### src/rtl/pt_walk_pkg.sv
package pt_walk_pkg;

    // Walk sequence; order follows the chain of dependent reads.
    typedef enum logic [3:0] {
        ST_IDLE,
        ST_L1_REQ,
        ST_L1_WAIT,
        ST_L2_REQ,
        ST_L2_WAIT,
        ST_L3_REQ,
        ST_L3_WAIT,
        ST_DONE,
        ST_FAULT
    } ptw_state_e;

    typedef enum logic [1:0] {
        PTW_LVL1,
        PTW_LVL2,
        PTW_LVL3
    } ptw_level_e;

endpackage

### src/rtl/ptw_index_sel.sv
module ptw_index_sel
    import pt_walk_pkg::*;
#(
    parameter int L1_W  = 7,
    parameter int L2_W  = 7,
    parameter int L3_W  = 6,
    parameter int IDX_W = 7
) (
    input  logic [L1_W+L2_W+L3_W-1:0] vpn,
    input  ptw_level_e                level,
    output logic [IDX_W-1:0]          idx
);

    // Level three index sits at the bottom of the page number.
    localparam int L3_LO = 0;
    localparam int L2_LO = L3_W;
    localparam int L1_LO = L3_W + L2_W;

    always_comb begin
        unique case (level)
            PTW_LVL1: idx = IDX_W'(vpn[L1_LO +: L1_W]);
            PTW_LVL2: idx = IDX_W'(vpn[L2_LO +: L2_W]);
            PTW_LVL3: idx = IDX_W'(vpn[L3_LO +: L3_W]);
            default:  idx = '0;
        endcase
    end

endmodule

### src/rtl/ptw_addr_gen.sv
module ptw_addr_gen #(
    parameter int ADDR_W = 32,
    parameter int IDX_W  = 7
) (
    input  logic [ADDR_W-1:0] table_base,
    input  logic [IDX_W-1:0]  idx,
    output logic [ADDR_W-1:0] entry_addr
);

    // Entries are four bytes wide.
    localparam int ENTRY_SHIFT = 2;

    always_comb begin
        entry_addr = table_base + ADDR_W'({idx, {ENTRY_SHIFT{1'b0}}});
    end

endmodule

### src/rtl/ptw_pte_decode.sv
module ptw_pte_decode #(
    parameter int ENTRY_W    = 32,
    parameter int PPN_W      = 18,
    parameter int ADDR_W     = 32,
    parameter int PAGE_SHIFT = 12,
    parameter int VALID_BIT  = 31
) (
    input  logic [ENTRY_W-1:0] entry,
    output logic               pte_valid,
    output logic [PPN_W-1:0]   pte_ppn,
    output logic [ADDR_W-1:0]  next_base
);

    localparam int PAD_W = ADDR_W - PPN_W - PAGE_SHIFT;

    logic unused_entry_bits;

    always_comb begin
        pte_valid = entry[VALID_BIT];
        pte_ppn   = entry[PPN_W-1:0];
        next_base = {{PAD_W{1'b0}}, pte_ppn, {PAGE_SHIFT{1'b0}}};
    end

    assign unused_entry_bits = ^entry;

endmodule

### src/rtl/pt_walker.sv
module pt_walker
    import pt_walk_pkg::*;
#(
    parameter int ADDR_W     = 32,
    parameter int ENTRY_W    = 32,
    parameter int PPN_W      = 18,
    parameter int L1_W       = 7,
    parameter int L2_W       = 7,
    parameter int L3_W       = 6,
    parameter int PAGE_SHIFT = 12,
    parameter int VALID_BIT  = 31,
    parameter int VPN_W      = L1_W + L2_W + L3_W
) (
    input  logic              clk,
    input  logic              rst_n,
    input  logic              req_valid,
    input  logic [VPN_W-1:0]  req_vpn,
    input  logic [ADDR_W-1:0] req_ptbr,
    output logic              busy,
    output logic              mem_req_valid,
    input  logic              mem_req_ready,
    output logic [ADDR_W-1:0] mem_req_addr,
    input  logic              mem_rsp_valid,
    input  logic [ENTRY_W-1:0] mem_rsp_data,
    output logic              fill_valid,
    output logic [VPN_W-1:0]  fill_vpn,
    output logic [PPN_W-1:0]  fill_ppn,
    output logic              fault_valid,
    output logic [VPN_W-1:0]  fault_vpn
);

    localparam int IDX12_W = (L1_W > L2_W) ? L1_W : L2_W;
    localparam int IDX_W   = (IDX12_W > L3_W) ? IDX12_W : L3_W;

    ptw_state_e        state_q, state_d;
    ptw_level_e        level;
    logic [VPN_W-1:0]  vpn_q;
    logic [ADDR_W-1:0] base_q;
    logic [PPN_W-1:0]  ppn_q;
    logic [IDX_W-1:0]  idx;
    logic [ADDR_W-1:0] entry_addr;
    logic              pte_valid;
    logic [PPN_W-1:0]  pte_ppn;
    logic [ADDR_W-1:0] next_base;
    logic              waiting;
    logic              rsp_take;
    logic              accept;

    ptw_index_sel #(
        .L1_W (L1_W),
        .L2_W (L2_W),
        .L3_W (L3_W),
        .IDX_W(IDX_W)
    ) i_index_sel (
        .vpn  (vpn_q),
        .level(level),
        .idx  (idx)
    );

    ptw_addr_gen #(
        .ADDR_W(ADDR_W),
        .IDX_W (IDX_W)
    ) i_addr_gen (
        .table_base(base_q),
        .idx       (idx),
        .entry_addr(entry_addr)
    );

    ptw_pte_decode #(
        .ENTRY_W   (ENTRY_W),
        .PPN_W     (PPN_W),
        .ADDR_W    (ADDR_W),
        .PAGE_SHIFT(PAGE_SHIFT),
        .VALID_BIT (VALID_BIT)
    ) i_pte_decode (
        .entry    (mem_rsp_data),
        .pte_valid(pte_valid),
        .pte_ppn  (pte_ppn),
        .next_base(next_base)
    );

    // Level being walked and whether a response is awaited.
    always_comb begin
        level   = PTW_LVL1;
        waiting = 1'b0;
        unique case (state_q)
            ST_L1_REQ:  level = PTW_LVL1;
            ST_L1_WAIT: begin level = PTW_LVL1; waiting = 1'b1; end
            ST_L2_REQ:  level = PTW_LVL2;
            ST_L2_WAIT: begin level = PTW_LVL2; waiting = 1'b1; end
            ST_L3_REQ:  level = PTW_LVL3;
            ST_L3_WAIT: begin level = PTW_LVL3; waiting = 1'b1; end
            default:    level = PTW_LVL1;
        endcase
    end

    assign rsp_take = waiting && mem_rsp_valid;
    assign accept   = (state_q == ST_IDLE) && req_valid;

    // Next-state selection.
    always_comb begin
        state_d = state_q;
        unique case (state_q)
            ST_IDLE:    if (req_valid)     state_d = ST_L1_REQ;
            ST_L1_REQ:  if (mem_req_ready) state_d = ST_L1_WAIT;
            ST_L1_WAIT: if (mem_rsp_valid) state_d = pte_valid ? ST_L2_REQ : ST_FAULT;
            ST_L2_REQ:  if (mem_req_ready) state_d = ST_L2_WAIT;
            ST_L2_WAIT: if (mem_rsp_valid) state_d = pte_valid ? ST_L3_REQ : ST_FAULT;
            ST_L3_REQ:  if (mem_req_ready) state_d = ST_L3_WAIT;
            ST_L3_WAIT: if (mem_rsp_valid) state_d = pte_valid ? ST_DONE : ST_FAULT;
            ST_DONE:    state_d = ST_IDLE;
            ST_FAULT:   state_d = ST_IDLE;
            default:    state_d = ST_IDLE;
        endcase
    end

    // State register.
    always_ff @(posedge clk) begin
        if (!rst_n) begin
            state_q <= ST_IDLE;
        end else begin
            state_q <= state_d;
        end
    end

    // Walk context: page being translated, current table base, last page number.
    always_ff @(posedge clk) begin
        if (!rst_n) begin
            vpn_q  <= '0;
            base_q <= '0;
            ppn_q  <= '0;
        end else begin
            if (accept) begin
                vpn_q  <= req_vpn;
                base_q <= req_ptbr;
            end
            if (rsp_take && pte_valid) begin
                base_q <= next_base;
                ppn_q  <= pte_ppn;
            end
        end
    end

    // Outputs decoded from the registered state.
    always_comb begin
        busy          = 1'b1;
        mem_req_valid = 1'b0;
        fill_valid    = 1'b0;
        fault_valid   = 1'b0;
        unique case (state_q)
            ST_IDLE:   busy = 1'b0;
            ST_L1_REQ,
            ST_L2_REQ,
            ST_L3_REQ: mem_req_valid = 1'b1;
            ST_DONE:   fill_valid = 1'b1;
            ST_FAULT:  fault_valid = 1'b1;
            default:   busy = 1'b1;
        endcase
        mem_req_addr = entry_addr;
        fill_vpn     = vpn_q;
        fill_ppn     = ppn_q;
        fault_vpn    = vpn_q;
    end

endmodule

### config.mk
export PLATFORM = sky130hd
export DESIGN_NAME = pt_walker
export DESIGN_NICKNAME = d
export VERILOG_FILES = /design/src/rtl/pt_walk_pkg.sv /design/src/rtl/ptw_index_sel.sv /design/src/rtl/ptw_addr_gen.sv /design/src/rtl/ptw_pte_decode.sv /design/src/rtl/pt_walker.sv
export SDC_FILE = /design/constraint.sdc
export NUM_CORES = 1
export LEC_CHECK = 0
export ABC_AREA = 1
export BUFFER_PORTS_ARGS = -buffer_cell sky130_fd_sc_hd__buf_2
export CAP_MARGIN = 0
export CORE_MARGIN = 1
export CORE_UTILIZATION = 52
export DETAILED_ROUTE_END_ITERATION = 16
export PLACE_DENSITY = 0.86
export SYNTH_ARGS = -nofsm -noshare
export SYNTH_HDL_FRONTEND = slang
export SYNTH_SLANG_ARGS = --single-unit
### constraint.sdc
create_clock -name clk -period 7.3 [get_ports clk]
set_input_delay 1.46 -clock clk [delete_from_list [all_inputs] [get_ports clk]]
set_output_delay 1.46 -clock clk [all_outputs]
set_load 0.05 [all_outputs]
---- After elaboration in Yosys (flattened, before gate mapping) ----
Index checks and enable logic that the tools add are counted.
word-level totals
  word-level logic and storage cells ...... 56
  flip-flop bits (word level) ............. 74
  memories ................................ 0
  latch bits .............................. 0
  RAM bits ................................ 0
  output and inout bits ................... 94
  bits of input ports ..................... 89
  ROM bits ................................ 0
operators by class
  reduce and logical (&&, ||, !) cells .... 12
  bitwise operators ....................... 1
  order comparisons ....................... 0
  muxes and demuxes ....................... 20
  multiply operators ...................... 0
  shift-type cells ........................ 0
  add/subtract/negate cells ............... 1
  divide/modulo/power cells ............... 0
  equality and inequality tests ........... 17
operator list
  kind                count
  $mux 30             2
  $mux 4              10
  $add 32x9->32       1
  $pmux 4 s7          1
  $pmux 7 s3          1
  $eq 4x3->1 const B  4
  $ne 2x2->1 const B  7
  $eq 4x2->1 const B  2
  $reduce_and 7->1    1
  $reduce_or 2->1     3
  $reduce_or 3->1     2
  $mux 1              5
  $eq 4x1->1 const B  1
  $eq 4x4->1 const B  1
  $logic_not 4->1     1
  $pmux 2 s2          1
  $logic_and 1x1->1   3
  $eq 2x1->1 const B  1
  $eq 2x2->1 const B  1
  $logic_not 2->1     1
  $reduce_bool 2->1   1
  $not 1->1           1

---- Logic depth before layout (Yosys ltp) ----
  depth in word-level cells ............... 6
  mapped depth ............................ 20
  depth with buffers taken out ............ 20

---- Hierarchy ----
From an unflattened synthesis, not the netlist that was laid out.
second synthesis, totals
  cells, all modules ...................... 805
  area, all modules ....................... 5,227.5 sq um
modules (own cells, without submodules)
  module          area each (sq um)  seq. area each (sq um)  cells an instance  times used
  pt_walker       3,398.3            1,481.4                 458                1
  ptw_addr_gen    1,267.5            0.0                     263                1
  ptw_pte_decode  386.6              0.0                     52                 1
  ptw_index_sel   175.2              0.0                     32                 1

---- Least setup slack after synthesis ----
No wires, ideal clock.
  path kind ............................... register -> output
  start point ............................. reg state_q[3]
  end point ............................... out mem_req_addr[14]
  buffers on the path ..................... 0
  setup slack ............................. 2,983 ps
  required time ........................... 5,840 ps
  arrival ................................. 2,857 ps
  cell stages (with the launch flop) ...... 18
  cell sequence ........................... dfxtp_1 -> inv_2 -> nand2_1 -> nor2_1 -> nor2_1 -> nand2_1 -> inv_1 -> nand2_1 -> o211ai_1 -> ha_1 -> inv_1 -> fa_1 -> inv_1 -> nand3_1 -> nand3_1 -> nand3_1 -> o21ai_2 -> xor2_1
on the way
  word-level cells in the longest chain between the ends .. 6
  elaborated cells between the ends (all ways) .. 12
  those cells by class .................... 1 x add/sub; 6 x eq/ne; 2 x mux; 3 x reduce/logical
RTL lines
  item                                             line                 RTL
  from (decl)                                      pt_walker.sv:35      ptw_state_e state_q, state_d;
  from (signal assigned)                           pt_walker.sv:122     state_q <= state_d;
  $eq 4x3->1 / $eq 4x2->1 (equally long branches)  pt_walker.sv:86      unique case (state_q)
  $reduce_or 2->1 (no line)                        n/a
  $pmux 2 s2 (*)                                   pt_walker.sv:86
  $eq 2x2->1 (tied with other cells)               ptw_index_sel.sv:20  unique case (level)
  $pmux 7 s3 (*)                                   ptw_index_sel.sv:20
  $add 32x9->32 (*)                                ptw_addr_gen.sv:14   entry_addr = table_base + ADDR_W'({idx, {ENTRY_SHIFT{1'b0}}});
  to (decl)                                        pt_walker.sv:22      output logic [ADDR_W-1:0] mem_req_addr,
Every way passes the cells marked *; elsewhere a longest branch is shown, timed or not.

---- Worst setup path after layout ----
  start point ............................. reg state_q[1]
  end point ............................... out mem_req_addr[18]
The elaborated chain is that of the path after synthesis.

==> flow_summary.ini <==
[clock_network]
clk-insertion-delay-late_ns = 0.36
cts_inserted_buffers = 9
ctsHoldBuffers = 0
numClockSinks = 74
cts_tree = done
h-tree-depth = 3
clockBufferDepth = 2
path_clk_slew_ns = 0.08
post_cts_buffers = 0
cts.repair.resized = 0
clockRootBuffer = clkbuf_8

[min_path]
hp-start = base_q[1]$_SDFFE_PP0P_
hold_path_depth = 2
hp-class = flip-flop to flip-flop
holdPathEnd = base_q[1]$_SDFFE_PP0P_

[worst_setup_path]
r2r_slack_ns = 5.49
r2r-end = base_q[14]$_SDFFE_PN0P_
worst_setup_path_end_kind = output port
critPathRequiredTime_ns = 5.84
cp.arrival_ns = 3.26
critical_path.max_fanout = 5
worstSetupPathType = flip-flop to output port
r2r_cells = 8
reg2reg_from = state_q[0]$_SDFFE_PN0P_
start_kind = flip-flop

[global_routing]
grt_max_degree = 51
grt.overflow.total = 0
grt_usage_pct = 27.4
grt_pass1_vias = 4148
grt_pass1_wl_um = 18900
antenna_found_initial = 0

[floorplan]
num_io_pins = 183
start_util_pct = 53.6
fp.dieW_um = 93.8
die_h_um = 93.8
core_mm2 = 0.00818
fp.dieArea_mm2 = 0.00879
rows = 33

[power]
p_comb_share_pct = 54.3
pwr-share-seq_pct = 28.6
peakVddDrop_mv = 0.169
switching_share_pct = 54.3
cellInternalPower_mw = 0.944
p_leak_nw = 2.90
p_sw_mw = 1.12
p_clk_share_pct = 17.1
p_total_mw = 2.06
cellPowerDensity_mw_per_mm2 = 391

[sta]
setup_tns_ns = 0
fin_crit_sh_pct = 64.6
rsz0062_at_grt = no
fmax_ghz = 0.212
drv_slew = 0
skew_ns = 0.00973
slew-limit-headroom_pct = 39.4
setup_viol_count_final = 0
worstMarginPinSlew_ns = 0.909
finalHoldViolations = 0
fin_crit_ns = 4.72
fin_hold_ws_ns = 0.469

[final_layout]
fillers = 725
nets = 881
fin_util_pct = 64.6
drive_above_1_share_pct = 28.3
areaGrowthSynthToFinish_pct = 20.6
fin_area_mm2 = 0.00528
diodes = 0

[yosys]
synth_enable_flop_cells = 0
yosys_warnings = 0
ys_ff_latch = 74
yosysSeqAreaShare_pct = 33.8
syn_nets = 744
synth.distinct_cells = 32
synthDominantCellAreaShare_pct = 33.8
syn_avg_cell_area_um2 = 6.77
yosys-top-cells-count = 193 x nand2_1, 94 x nand3_1, 74 x dfxtp_1
syn-cell-area_mm2 = 0.00438
synthArstFlopShare_pct = 0
synth_ff_type = dfxtp_1
yosysTopAreaCell = dfxtp_1
yosysMostFrequentCell = nand2_1
syn_inst = 647
synth_top_cells_by_area = dfxtp_1 34%, nand2_1 17%, nand3_1 11%, inv_1 5.5%, a21oi_1 4.5%

[place]
gp_congestion = 0.946
place_hpwl_um = 9260
placed_area_mm2 = 0.00507
portBuffers = 169

[route]
drt_iter0_drc = 213
route.vias.total = 4634
drc = 0
wl_per_cell_um = 13.4
ant_nets = 0
wl_um = 12000
drt-pass1-iter-count = 5
vias_per_cell = 5.19

[run]
max_cap_violations = 0

[status]
outcome = finished, final reports clean
## metal layers
layer | vias to the layer above | GRT usage [%] | wire length [um]
met1 | 2085 | 34.6 | 5160
met4 | 0 | 12.2 | 324
li1 | 2338 | - | -
met5 | - | 0 | 0
met2 | 182 | 45.3 | 5750
met3 | 29 | 4.77 | 763
## through the flow
step                setup slack (ns)  std cells
floorplan                       2.98        647
global placement                3.05        878
detailed placement              2.98        878
CTS                             2.57        893
global route                    2.17        893
finish                          2.58        893
## critical path, stage by stage (launching register included)
cell	delay, ns
dfxtp_1	0.40
inv_1	0.09
nand2_1	0.09
nor2_1	0.05
nor2_1	0.15
nand2_1	0.14
inv_1	0.16
nand2_1	0.07
o211ai_1	0.08
ha_1	0.20
inv_1	0.06
fa_1	0.41
inv_1	0.09
nand3_1	0.07
nand3_1	0.16
nand2_1	0.07
nand2_1	0.11
nand2_1	0.07
xor2_1	0.16
buf_2	0.29
## layout make-up
cell class                      count  area (um2)  share of cell area (%)
Sequential cell                    74        1480                    28.0
Multi-Input combinational cell    462        2350                    44.5
Inverter                           68         258                    4.88
Tap cell                          105         131                    2.49
Clock buffer                        9         124                    2.34
Clock inverter                      6        91.3                    1.73
Timing Repair Buffer              169         846                    16.0
## registers in the layout, summed over array words and instances (netlist names)
name / flops
fault_vpn: 20
state_q: 4
fill_ppn: 18
base_q: 32
## how the worst max path moves through the flow
stage	endpoint	cells after the start	slack, ns	from
floorplan	mem_req_addr[14]	17	2.98	state_q[3]$_SDFFE_PN0P_
global placement	mem_req_addr[18]	19	3.05	state_q[3]$_SDFFE_PN0P_
detailed placement	mem_req_addr[18]	19	2.98	state_q[3]$_SDFFE_PN0P_
CTS	mem_req_addr[18]	19	2.57	state_q[1]$_SDFFE_PN0P_
global route	mem_req_addr[18]	20	2.17	state_q[1]$_SDFFE_PN0P_
finish	mem_req_addr[18]	19	2.58	state_q[1]$_SDFFE_PN0P_
## cell families (layout without fill, tap and decap cells)
| logic type | Yosys count | count (layout) | share of synthesized area, % |
|---|---|---|---|
| and+or+nand+nor | 381 | 381 | 41.3 |
| buffers and inverters | 111 | 252 | 12.5 |
| DFF | 74 | 74 | 33.8 |
| AOI/OAI and AO/OA | 59 | 59 | 7.14 |
| xor gates and xnor gates | 14 | 14 | 2.80 |
| adders and majority gates | 8 | 8 | 2.46 |
## power by group through the flow
stage	Combinational, mW	Clock, mW	Sequential, mW
5_1_grt	1.19	0.373	0.603
6_report	1.12	0.353	0.590
3_5_place_dp	1.12	0	0.596
4_1_cts	1.12	0.356	0.588
3_3_place_gp	1.10	0	0.593
2_1_floorplan	0.817	0	0.697
## cell usage in the layout, fill, tap and decap left out, drive strengths merged
master	Yosys	final
and2	2	2
a21oi	39	39
ha	7	7
nand3b	7	7
xor2	13	13
nor3	11	11
nand4	5	5
o211ai	5	5
nand2	210	210
xnor2	1	1
o21ai	14	14
o22ai	1	1
dfxtp	74	74
bufinv	0	2
buf	39	169
nand3	106	106
clkinv	0	3
fa	1	1
clkbuf	4	9
inv	68	69
or2	1	1
nor2	39	39
Power figures use the tool's default switching activity.
